--- src/rtl/pte_chk_pkg.sv ---
package pte_chk_pkg;

  typedef enum logic [2:0] {
    RES_MATCH   = 3'd0,
    RES_INVALID = 3'd1,
    RES_XI      = 3'd2,
    RES_RI      = 3'd3,
    RES_PE      = 3'd4,
    RES_DIRTY   = 3'd5
  } chk_res_e;

  typedef enum logic [1:0] {
    ACC_FETCH = 2'd0,
    ACC_LOAD  = 2'd1,
    ACC_STORE = 2'd2
  } acc_e;

  localparam int unsigned PAGE_LSB    = 12;
  localparam int unsigned BIT_PRESENT = 0;
  localparam int unsigned BIT_WRITE   = 1;
  localparam int unsigned PLV_LSB     = 2;
  localparam int unsigned BIT_NR      = 61;
  localparam int unsigned BIT_NX      = 62;
  localparam int unsigned BIT_RP      = 63;
  localparam int unsigned FRAME32_MSB = 31;

  // Clear software bits between the 4 KiB boundary and the page-size boundary
  function automatic logic [63:0] strip_sw(input logic [63:0] frame, input logic [5:0] ps);
    logic [5:0] sh;
    sh = (ps > 6'(PAGE_LSB)) ? ps - 6'(PAGE_LSB) : 6'd0;
    return frame & ~((64'd1 << sh) - 64'd1);
  endfunction

  // Page offset part of the virtual address
  function automatic logic [63:0] offset_of(input logic [63:0] va, input logic [5:0] ps);
    return va & ((64'd1 << ps) - 64'd1);
  endfunction

  // Privilege test: exact level when restricted, otherwise "at most"
  function automatic logic plv_denied(input logic [1:0] cur, input logic [1:0] ent, input logic rp);
    return rp ? (cur != ent) : (cur > ent);
  endfunction

endpackage

--- src/rtl/pte_field_decode.sv ---
module pte_field_decode
  import pte_chk_pkg::*;
#(
  parameter int PALEN = 48
) (
  input  logic [63:0] entry,
  input  logic        mode32,
  output logic        present,
  output logic        writable,
  output logic [1:0]  eplv,
  output logic        nx,
  output logic        nr,
  output logic        rp,
  output logic [63:0] frame
);

  assign present  = entry[BIT_PRESENT];
  assign writable = entry[BIT_WRITE];
  assign eplv     = entry[PLV_LSB +: 2];

  // 32-bit layout carries no inhibit or restriction bits
  assign nx = mode32 ? 1'b0 : entry[BIT_NX];
  assign nr = mode32 ? 1'b0 : entry[BIT_NR];
  assign rp = mode32 ? 1'b0 : entry[BIT_RP];

  assign frame = mode32 ? 64'(entry[FRAME32_MSB:PAGE_LSB])
                        : 64'(entry[PALEN-1:PAGE_LSB]);

  logic unused_bits;
  assign unused_bits = ^{entry[PAGE_LSB-1:PLV_LSB+2], entry[BIT_NR-1:PALEN]};

endmodule

--- src/rtl/pte_fault_prio.sv ---
module pte_fault_prio
  import pte_chk_pkg::*;
(
  input  logic       present,
  input  logic       writable,
  input  logic [1:0] eplv,
  input  logic       nx,
  input  logic       nr,
  input  logic       rp,
  input  logic [1:0] cur_plv,
  input  logic [1:0] acc,
  output logic       flt_inv,
  output logic       flt_xi,
  output logic       flt_ri,
  output logic       flt_pe,
  output logic       flt_dirty,
  output chk_res_e   res
);

  // Raw fault conditions, each brought out for the checker
  assign flt_inv   = ~present;
  assign flt_xi    = (acc == ACC_FETCH) & nx;
  assign flt_ri    = (acc == ACC_LOAD) & nr;
  assign flt_pe    = plv_denied(cur_plv, eplv, rp);
  assign flt_dirty = (acc == ACC_STORE) & ~writable;

  always_comb begin
    if (flt_inv)        res = RES_INVALID;
    else if (flt_xi)    res = RES_XI;
    else if (flt_ri)    res = RES_RI;
    else if (flt_pe)    res = RES_PE;
    else if (flt_dirty) res = RES_DIRTY;
    else                res = RES_MATCH;
  end

endmodule

--- src/rtl/pte_addr_form.sv ---
module pte_addr_form
  import pte_chk_pkg::*;
#(
  parameter int PALEN = 48
) (
  input  logic [63:0]      frame,
  input  logic [63:0]      va,
  input  logic [5:0]       ps,
  output logic [PALEN-1:0] pa
);

  logic [63:0] full;

  assign full = (strip_sw(frame, ps) << PAGE_LSB) | offset_of(va, ps);
  assign pa   = full[PALEN-1:0];

  logic unused_hi;
  assign unused_hi = ^full[63:PALEN];

endmodule

--- src/rtl/pte_access_check.sv ---
module pte_access_check
  import pte_chk_pkg::*;
#(
  parameter int PALEN = 48
) (
  input  logic             clk,
  input  logic             rst_n,
  input  logic             in_valid,
  input  logic [63:0]      entry,
  input  logic [63:0]      va,
  input  logic [5:0]       ps,
  input  logic [1:0]       cur_plv,
  input  logic [1:0]       acc,
  input  logic             mode32,
  output logic             out_valid,
  output logic [2:0]       result,
  output logic [PALEN-1:0] pa,
  output logic [2:0]       prot,
  output logic [1:0]       out_plv
);

  logic             present, writable, nx, nr, rp;
  logic [1:0]       eplv;
  logic [63:0]      frame;
  logic             flt_inv, flt_xi, flt_ri, flt_pe, flt_dirty;
  chk_res_e         res;
  logic [PALEN-1:0] pa_c;
  logic             hit;

  pte_field_decode #(.PALEN(PALEN)) u_dec (
    .entry    (entry),
    .mode32   (mode32),
    .present  (present),
    .writable (writable),
    .eplv     (eplv),
    .nx       (nx),
    .nr       (nr),
    .rp       (rp),
    .frame    (frame)
  );

  pte_fault_prio u_prio (
    .present   (present),
    .writable  (writable),
    .eplv      (eplv),
    .nx        (nx),
    .nr        (nr),
    .rp        (rp),
    .cur_plv   (cur_plv),
    .acc       (acc),
    .flt_inv   (flt_inv),
    .flt_xi    (flt_xi),
    .flt_ri    (flt_ri),
    .flt_pe    (flt_pe),
    .flt_dirty (flt_dirty),
    .res       (res)
  );

  pte_addr_form #(.PALEN(PALEN)) u_addr (
    .frame (frame),
    .va    (va),
    .ps    (ps),
    .pa    (pa_c)
  );

  assign hit = (res == RES_MATCH);

  always_ff @(posedge clk or negedge rst_n) begin
    if (!rst_n) begin
      out_valid <= 1'b0;
      result    <= 3'd0;
      pa        <= '0;
      prot      <= 3'd0;
      out_plv   <= 2'd0;
    end else begin
      out_valid <= in_valid;
      if (in_valid) begin
        result  <= res;
        pa      <= hit ? pa_c : '0;
        prot    <= hit ? {~nx, writable, 1'b1} : 3'd0;
        out_plv <= hit ? eplv : 2'd0;
      end
    end
  end

endmodule

--- config.mk ---
export PLATFORM = sky130hd
export DESIGN_NAME = pte_access_check
export DESIGN_NICKNAME = d
export VERILOG_FILES = /design/src/rtl/pte_chk_pkg.sv /design/src/rtl/pte_field_decode.sv /design/src/rtl/pte_fault_prio.sv /design/src/rtl/pte_addr_form.sv /design/src/rtl/pte_access_check.sv
export SDC_FILE = /design/constraint.sdc
export NUM_CORES = 1
export LEC_CHECK = 0
export ABC_AREA = 1
export CORE_ASPECT_RATIO = 0.5
export CORE_MARGIN = 1
export CORE_UTILIZATION = 50
export DETAILED_ROUTE_END_ITERATION = 6
export DONT_BUFFER_PORTS = 1
export PLACE_DENSITY = 0.73
export SLEW_MARGIN = 15
export SYNTH_ARGS = -nofsm -noshare
export SYNTH_HDL_FRONTEND = slang
export SYNTH_SLANG_ARGS = --single-unit
--- constraint.sdc ---
create_clock -name clk -period 0.8 [get_ports clk]
set_clock_uncertainty 0.05 [all_clocks]
set_input_delay 0.16 -clock clk [delete_from_list [all_inputs] [get_ports clk]]
set_output_delay 0.16 -clock clk [all_outputs]
set_load 0.01 [all_outputs]
==> results of run 1 <==
==> kinds of logic after synthesis <==
kind of cell | after synthesis
xor gates and xnor gates | 8
AOI/OAI and AO/OA | 85
DFF | 57
and+or+nand+nor | 622
buffers and inverters | 112
adders and majority gates | 5
==> per-stage QoR <==
stage               std cells  utilization, %  hold slack [ps]
floorplan                 889               -           -185.6
global placement         1272           74.57           -184.7
detailed placement       1272           74.57           -184.9
CTS                      1349           89.46           -536.0
==> what timing repair did <==
item | 4_1_cts
gates cloned | 6
setup buffers | 37
gates resized for setup | 159
endpoints found under the setup margin | 113
hold buffers | 20
hold endpoints to repair | 79
pin swaps | 46
==> layer usage <==
| layer | overflow | global-route usage (%) |
|---|---|---|
| met5 | 1 | 45.83 |
| met4 | 77 | 97.51 |
| met3 | 3 | 70.66 |
| met2 | 148 | 105.1 |
| met1 | 8 | 84.84 |
==> key figures, run 1 <==
Yosys
  • Largest family of logic cells by synthesized area: simple AND/OR/NAND/NOR gates
  • Post-synthesis cell area: ~5400 um2
  • Top cells by count, synth: nand2_1, nor2_1, nand3_1
  • Yosys warns: 0
  • Synth Area in Compound Gates: 10.53%
  • Most frequent cell after synthesis: nand2_1
  • Xor-xnor portion of the synthesized cell area: 1.293%
  • EDFF count, synth: 0
  • Share of Yosys cell area claimed by the top area cell type: a little over a quarter
  • Yosys reg bits: 57
  • Async SR Flop Fraction: 100.0%
  • Cell taking the most area after synthesis: dfrtp_1
  • Mean Syn Cell Area: between 6 and 7 um2
  • Syn_nets: 1036
  • Post-Syn Instances: about 900
  • Synth Flop Type: dfrtp_1
  • Top cells by area, synth: dfrtp_1, nand2_1, nor2_1, nand3_1, inv_1
  • Distinct cells, synth: 46
  • Sequential area share after synthesis: about a quarter
  • Synth Area in Adders: roughly 1.2%
  • Post-Synth Simple-Gate Area: about 52%
  • Fraction of synthesized area in multiplexers: 0%

Floorplanning
  • Top-level I/O count: around 200
  • Die height: about 76 um
  • Die width: between 100 and 150 um
  • Rows: 26
  • Initial cell density of the core: ~52%

Status
  • Error: [ERROR GRT-0232] Routing congestion too high. Check the congestion heatmap in the GUI.
  • Stop stage: 5_1_grt
  • Run status: did not finish

Global route
  • Largest net degree at the start of global routing: 58
  • Grt total ovfl: roughly 240
  • GRT Util Overall: between 80 and 90%

Placement
  • HPWL Detailed: a little under 20000 um
  • Worst slack at placement: -1479 ps
  • Placer Congestion: about 1.0
  • Port Buffers: 0
  • Placed inst area: between 7000 and 8000 um2

Timing
  • Worst End Pin Type: register input
  • Worst endpoint after global-route timing repair: pa[20]$_DFFE_PN0P_/D

Clock tree
  • Clk sinks: 57
  • Htree depth: 3
  • Longest Clk Path Bufs: 2
  • Clock Tree Root: clkbuf_16
  • Inserted Clock Buffers: 9
==> run 2: changes to the inputs <==
Settings changed: CORE_ASPECT_RATIO 0.5 to default, CORE_UTILIZATION 50 to 35, PLACE_DENSITY 0.73 to default, PLACE_DENSITY_LB_ADDON from default to 0.15.
Clock period 0.8 ns to 1 ns, I/O delays scaled along.
==> run 2 against run 1 <==
Effect of this change: the flow now finishes, with violations (negative hold slack, negative setup slack); synthesized cell count did not move; area after synthesis unchanged.
==> key figures, run 2 <==
Placement
  • Placer Congestion: 0.9918 (-5.2%)
  • HPWL Detailed: 20080 um (+3.9%)
  • Port Buffers: 0 (unchanged)
  • Worst slack at placement: -1377 ps (+102.0 ps)
  • Placed inst area: 7551 um2 (-2.4%)

Global route
  • Grt total ovfl: 0
  • Largest net degree at the start of global routing: 58
  • GRT Util Overall: between 30 and 40%
  • Number of global-route vias before repair: just over 7000
  • Global-route wire length before repair: between 30000 and 40000 um
  • Initial antenna violation count: 0

Job
  • Max cap viols: 0

Yosys
  • Top cells by area, synth: dfrtp_1, nand2_1, nor2_1, nand3_1, inv_1
  • Share of Yosys cell area claimed by the top area cell type: 26.33% (unchanged)
  • EDFF count, synth: 0 (unchanged)
  • Post-Syn Instances: 889 (unchanged)
  • Cell taking the most area after synthesis: dfrtp_1
  • Mean Syn Cell Area: 6.094 um2 (unchanged)
  • Post-synthesis cell area: 5418 um2 (unchanged)
  • Async SR Flop Fraction: 100.0% (unchanged)
  • Top cells by count, synth: nand2_1, nor2_1, nand3_1
  • Distinct cells, synth: 46 (unchanged)
  • Sequential area share after synthesis: 26.33% (unchanged)
  • Syn_nets: 1036 (unchanged)
  • Yosys reg bits: 57 (unchanged)
  • Yosys warns: 0 (unchanged)
  • Synth Flop Type: dfrtp_1
  • Most frequent cell after synthesis: nand2_1

Power
  • Clock power frac: about 33%
  • P_leak: 0.005223 uW
  • Share of total power in combinational logic: between 30% and 40%
  • Overall Power: approximately 9600 uW
  • Sw Ratio: a little over a third
  • Seq pwr share: 29.1%
  • Net switching power: about 3400 uW
  • Pwr dens: between 1000 and 1500 nW/um2
  • Peak supply drop: 0.7612 mV
  • Int Power: between 6000 and 7000 uW

Floorplanning
  • Rows: 45 (+73%)
  • Initial cell density of the core: 35.77% (-16 points)
  • Die Area: roughly 16000 um2
  • Core area: between 15000 and 20000 um2
  • Die height: 126.4 um (+67%)
  • Top-level I/O count: 199 (unchanged)
  • Die width: 126.4 um (-15%)

Final layout
  • Final core utilization: between 60% and 70%
  • Max reg flops: 48
  • Final nets: around 1300
  • Commonest non-fill, non-tap cells in the layout: nand2_1, buf_4, nor2_1
  • Register bank with the most flops: pa
  • Layout cells sized above 1: between 40% and 50%
  • Final instance area: between 9000 and 10000 um2
  • Antenna fix cells: 0
  • # fillers: around 1300
  • Area growth syn-to-layout: 76.24%
  • Largest registers: pa (48), prot (3), result (3)
  • Most common cell after layout, fill and taps aside: nand2_1

Timing
  • Worst-margin pin slew: 411.1 ps
  • Hold Slack: -494.9 ps
  • Setup violations, final: just over 90
  • Final Max Slew Viols: 0
  • F_max: between 0.5 and 0.6 GHz
  • Final cycle utilization of the critical path: 190.3%
  • RSZ-0062 raised after global routing: true
  • Final hold violation count: 57
  • Fin crit period: roughly 1900 ps
  • PnR worst setup slack: -903.3 ps
  • Slew HR: 72.59%

Worst setup path
  • Critical path endpoint category: register
  • Crit. Startpoint: ps[2]
  • CP Class: in2reg
  • Crit path max fanout: 9
  • Critical path launch point type: input pin
  • Reg-to-reg startpoint: pa[1]$_DFFE_PN0P_
  • Arr. time, crit path: approximately 2100 ps
  • Crit path required time: 1220 ps

Clock tree
  • Clk sinks: 57 (unchanged)
  • Quantity of hold-fixing buffers added after cts: 16 (-20%)
  • Htree depth: 3 (unchanged)
  • Clock slew at reported path FFs: approximately 60 ps
  • Inserted Clock Buffers: 9 (unchanged)
  • Clock Latency Late Sink: roughly 330 ps
  • CTS tree: yes
  • Clock Tree Root: clkbuf_16
  • Longest Clk Path Bufs: 2 (unchanged)

Detailed routing
  • Via Count: a little over 7000
  • Final WL: ~27000 um
  • ANT nets after route: 0
  • Vias per inst: around 5.3
  • First drt pass iteration count: 5
  • DR DRC count: 0
  • WL per Instance: around 20 um
  • Initial DRC count: roughly 560

Status
  • Run status: finished with violations
  • Failing checks: negative hold slack, negative setup slack

Worst hold path
  • Hold crit path type: in2async
-- run 2: cell counts after synthesis --
Identical to the previous run, type by type.
-- run 2: final timing paths --
path | slack (ps) | endpoint | cells past startpoint
worst max-delay path | -900 | pa[20]$_DFFE_PN0P_ | 20
worst min-delay path | -490 | pa[20]$_DFFE_PN0P_ | 0
worst max register to register | 120 | pa[1]$_DFFE_PN0P_ | 1
worst min register to register | 490 | pa[12]$_DFFE_PN0P_ | 1
max in group asynchronous | 1280 | pa[11]$_DFFE_PN0P_ | 0
min in group clk | 20 | pa[31]$_DFFE_PN0P_ | 4
-- run 2: cell families (layout without fill, tap and decap cells) --
family | count (synthesis) | after routing | synth area share (%)
and+or+nand+nor | 622 | 623 | 51.76
DFF | 57 | 57 | 26.33
buffers and inverters | 112 | 415 | 8.937
AOI/OAI and AO/OA | 85 | 85 | 10.53
adders and majority gates | 5 | 5 | 1.155
xor gates and xnor gates | 8 | 8 | 1.293
-- run 2: power by group through the flow --
stage	clock network (uW)	registers [uW]	logic, uW
floorplan	0	2750	1680
global placement	0	2810	2710
detailed placement	0	2810	2720
CTS	3130	2770	3220
global route	3240	2800	3940
finish	3110	2780	3670
-- run 2: layout make-up --
cell class / instances / area (um2) / area share [%]
flip-flops and latches: 57 / 1435 / 15.03
multi-input cells: 721 / 4553 / 47.69
well taps: 188 / 235.2 / 2.464
clock inverters: 3 / 40.04 / 0.4193
inverters: 87 / 361.6 / 3.787
clock buffers: 13 / 250.2 / 2.621
repair buffers: 312 / 2673 / 27.99
-- run 2: metal layers --
layer / wire (um) / part of all wire, % / GRT usage (%) / up-vias
met4: 690 / 2.6 / 7.158 / 0
met1: 11200 / 41 / 43.17 / 3401
met5: 0 / 0 / 0 / -
li1: - / - / - / 3496
met2: 12930 / 48 / 55.67 / 308
met3: 2170 / 8.0 / 6.284 / 51
-- run 2: metrics by stage --
step           setup TNS [ps]  std cells
3_5_place_dp           -53700       1290
6_report               -36870       1381
2_1_floorplan          -40060        889
5_1_grt                -41480       1381
4_1_cts                -32150       1358
3_3_place_gp           -52130       1290
-- run 2: worst max-delay path, stage by stage --
cell     delay [ps]
ha_4            160
o21ai_4         100
nand2_4         130
buf_6           140
o21ai_4          50
inv_2            70
nor2_4          110
inv_2            50
ha_4            160
buf_4           130
buf_6           110
nand2_4          80
nor2_4           40
nand2_2          90
nor2_4           60
xnor2_1         160
nand2_1          80
o21ai_1          70
nand2_1          60
nand2_1          60
-- run 2: repair_timing --
| action | CTS | global route |
|---|---|---|
| setup buffers | 38 | 26 |
| cloned | 3 | 1 |
| setup endpoints to repair | 89 | 111 |
| resized for setup | 150 | 119 |
| pin swaps | 75 | 91 |
| endpoints found under the hold margin | 75 | 57 |
(Power assumes the default switching activity.)
==> run 3: changes to the inputs <==
Clock period 1 ns to 1.8 ns, I/O delays scaled along.
==> run 3 against run 2 <==
Effect of this change: the run ends with negative setup slack left; global-route usage down 1.3 points; largest power group is now the clock network; register-to-register slack better by 850 ps; cell count down 3.0%; flip-flop and latch count unchanged; die area did not move; worst hold slack better by 600 ps.
==> key figures, run 3 (synthesis gave the netlist of run 2 again) <==
Status
  • Run status: finished with violations
  • Failing checks: negative setup slack

Worst setup path
  • Buffers and inverters on the worst path: 2 (-3)
  • Reg-to-Reg End: pa[18]$_DFFE_PN0P_
  • Crit path required time: 1970 ps (+750 ps)
  • Worst reg2reg setup slack: 970 ps (+850 ps)
  • Worst path slowest cell: nor2_4
  • Worst Reg2Reg Path Length in Cells: 1 (unchanged)
  • Reg-to-reg startpoint: pa[18]$_DFFE_PN0P_
  • Critical path endpoint category: register
  • Critical path's top delay family: simple AND/OR/NAND/NOR gates
  • Most used cell, CP: nand2_1
  • Critical path launch point type: input pin
  • Crit path max fanout: 13 (+4)
  • Crit. Startpoint: ps[3]
  • CP Class: in2reg
  • Arr. time, crit path: 2160 ps (+30 ps)
  • Crit-path cells: ha_4 > o21ai_4 > nand2_4 > nand3_4 > nand2_8 > inv_6 > nand2_1 > nand2_2 > nor2_4 > buf_4 > nand2_1 > nor2_1 > nand3_1 > nand3_2 > o21ai_1 > nand2_1 > nand2_1
  • Max stage delay on crit path: 170 ps (about the same)

Final layout
  • Area growth syn-to-layout: 61.39%
  • Final nets: 1293 (-3.1%)
  • Largest registers: pa (48), prot (3), result (3)
  • Finished Layout Cells: 1339 (-3.0%)
  • Commonest non-fill, non-tap cells in the layout: nand2_1, buf_4, nor2_1
  • Final instance area: 8743 um2 (-8.4%)
  • Layout cells sized above 1: 41.78% (-5.4 points)
  • Max reg flops: 48 (unchanged)
  • Register bank with the most flops: pa
  • Most common cell after layout, fill and taps aside: nand2_1

Power
  • Peak supply drop: 0.4293 mV (-44%)
  • Pwr dens: 600.1 nW/um2 (-40%)
  • P_leak: 0.004870 uW (-6.8%)

Floorplanning
  • Initial cell density of the core: 35.77% (unchanged)
  • Die height: 126.4 um (unchanged)
  • Die width: 126.4 um (unchanged)
  • Die Area: 15980 um2 (unchanged)
  • Rows: 45 (unchanged)
  • Top-level I/O count: 199 (unchanged)
  • Core area: 15150 um2 (unchanged)

Detailed routing
  • Via Count: 7020 (-3.3%)
  • WL per Instance: 19.16 um (-2.0%)
  • ANT nets after route: 0 (unchanged)
  • DR DRC count: 0 (unchanged)
  • Initial DRC count: 546 (-1.8%)
  • Final WL: 25650 um (-5.0%)
  • First drt pass iteration count: 5 (unchanged)
  • Vias per inst: 5.243 (-0.22%)

Timing
  • Slew HR: 57.86% (-15 points)
  • Setup TNS: -2919 ps (+33950 ps)
  • RSZ-0062 raised after global routing: true
  • Worst-margin pin slew: 632.1 ps (+221.0 ps)
  • Hold Slack: 106.3 ps (+601.2 ps)
  • Fin crit period: slightly below 2000 ps
  • F_max: about 0.5 GHz
  • Final cycle utilization of the critical path: 110.5%
  • PnR worst setup slack: -188.9 ps (+714.4 ps)
  • Setup violations, final: 27 (-70%)
  • Final Max Slew Viols: 0 (unchanged)
  • Final hold violation count: 0 (-100%)

Placement
  • HPWL Detailed: 20250 um (+0.82%)
  • Placed inst area: 7458 um2 (-1.2%)
  • Port Buffers: 0 (unchanged)
  • Number of placed instances, taps included: 1289 (-0.078%)
  • Placer Congestion: 1.022 (+3.1%)

Global route
  • Initial antenna violation count: 0 (unchanged)
  • Number of global-route vias before repair: 6628 (-6.3%)
  • Met2 usage: 49.50% (-6.2 points)
  • Gr busiest metal: met2
  • Met3 Use GR: 7.845% (+1.6 points)
  • Global-route wire length before repair: 37610 um (-4.6%)
  • Grt total ovfl: 0 (unchanged)
  • GRT Util Overall: 31.52% (-1.3 points)
  • Largest net degree at the start of global routing: 58 (unchanged)
  • Met1 global-route usage: 41.99% (-1.2 points)

Worst hold path
  • Hold EP: out_plv[0]$_DFFE_PN0P_
  • Hold path start: entry[2]
  • Hold depth: 1
  • Hold crit path type: in2reg

Clock tree
  • Clk sinks: 57 (unchanged)
  • Htree depth: 3 (unchanged)
  • Clock Latency Late Sink: 330 ps (about the same)
  • CTS tree: yes
  • Inserted Clock Buffers: 9 (unchanged)
  • Longest Clk Path Bufs: 2 (unchanged)
  • Clock Tree Root: clkbuf_16
  • Clock slew at reported path FFs: 50 ps (about the same)

Job
  • Max cap viols: 0 (unchanged)
-- run 3: cell types whose count changed in the layout (fill, tap and decap cells not counted), sizes merged --
| cell | before | now |
|---|---|---|
| bufbuf | 1 | 0 |
| clkbuf | 14 | 13 |
| clkinv | 5 | 4 |
| buf | 294 | 266 |
| bufinv | 1 | 2 |
| diode | 0 | 2 |
| dlygate4sd3 | 16 | 2 |
-- run 3: stage by stage --
| step | total power, uW | util (%) | setup WS, ps |
|---|---|---|---|
| 6_report | 5247 | 57.73 | -188.9 |
| 3_5_place_dp | 3049 | 49.24 | -633.4 |
| 5_1_grt | 5488 | 57.70 | -306.0 |
| 3_3_place_gp | 3045 | 49.24 | -592.2 |
| 4_1_cts | 5069 | 53.51 | -125.7 |
| 2_1_floorplan | 2443 | - | -374.9 |
-- run 3: worst max path at each step --
stage,endpoint,slack (ps),cells after the start
after detailed placement,pa[46]$_DFFE_PN0P_,-630,17
after global placement,pa[46]$_DFFE_PN0P_,-590,17
after global routing,pa[34]$_DFFE_PN0P_,-310,17
final,pa[33]$_DFFE_PN0P_,-190,17
after floorplan,pa[22]$_DFFE_PN0P_,-370,17
after CTS,pa[34]$_DFFE_PN0P_,-130,17
-- run 3: where the power goes --
part	switching, uW	internal (uW)
Combinational	1030	801
Sequential	144	1400
Clock	608	1270
-- run 3: layout make-up --
class	instances	area [um2]
Clock inverter	3	65.06
Timing Repair Buffer	270	2207
Fill cell	1456	6402
Clock buffer	11	252.7
Antenna cell	2	5.005
Inverter	87	344.1
Tap cell	188	235.2
Sequential cell	57	1426
Multi-Input combinational cell	721	4208
-- run 3: routing by layer --
| layer | part of all wire [%] | vias to the layer above |
|---|---|---|
| met4 | 3.3 | 0 |
| met2 | 45 | 315 |
| met5 | 0 | - |
| met1 | 42 | 3233 |
| li1 | - | 3418 |
| met3 | 9.2 | 54 |
-- run 3: timing repair --
item,in CTS,in global routing
setup endpoints to repair,32,45
pin swaps,29,46
setup buffers,9,21
hold buffers,3,0
endpoints found under the hold margin,58,0
gates cloned,1,2
gates resized for setup,56,107
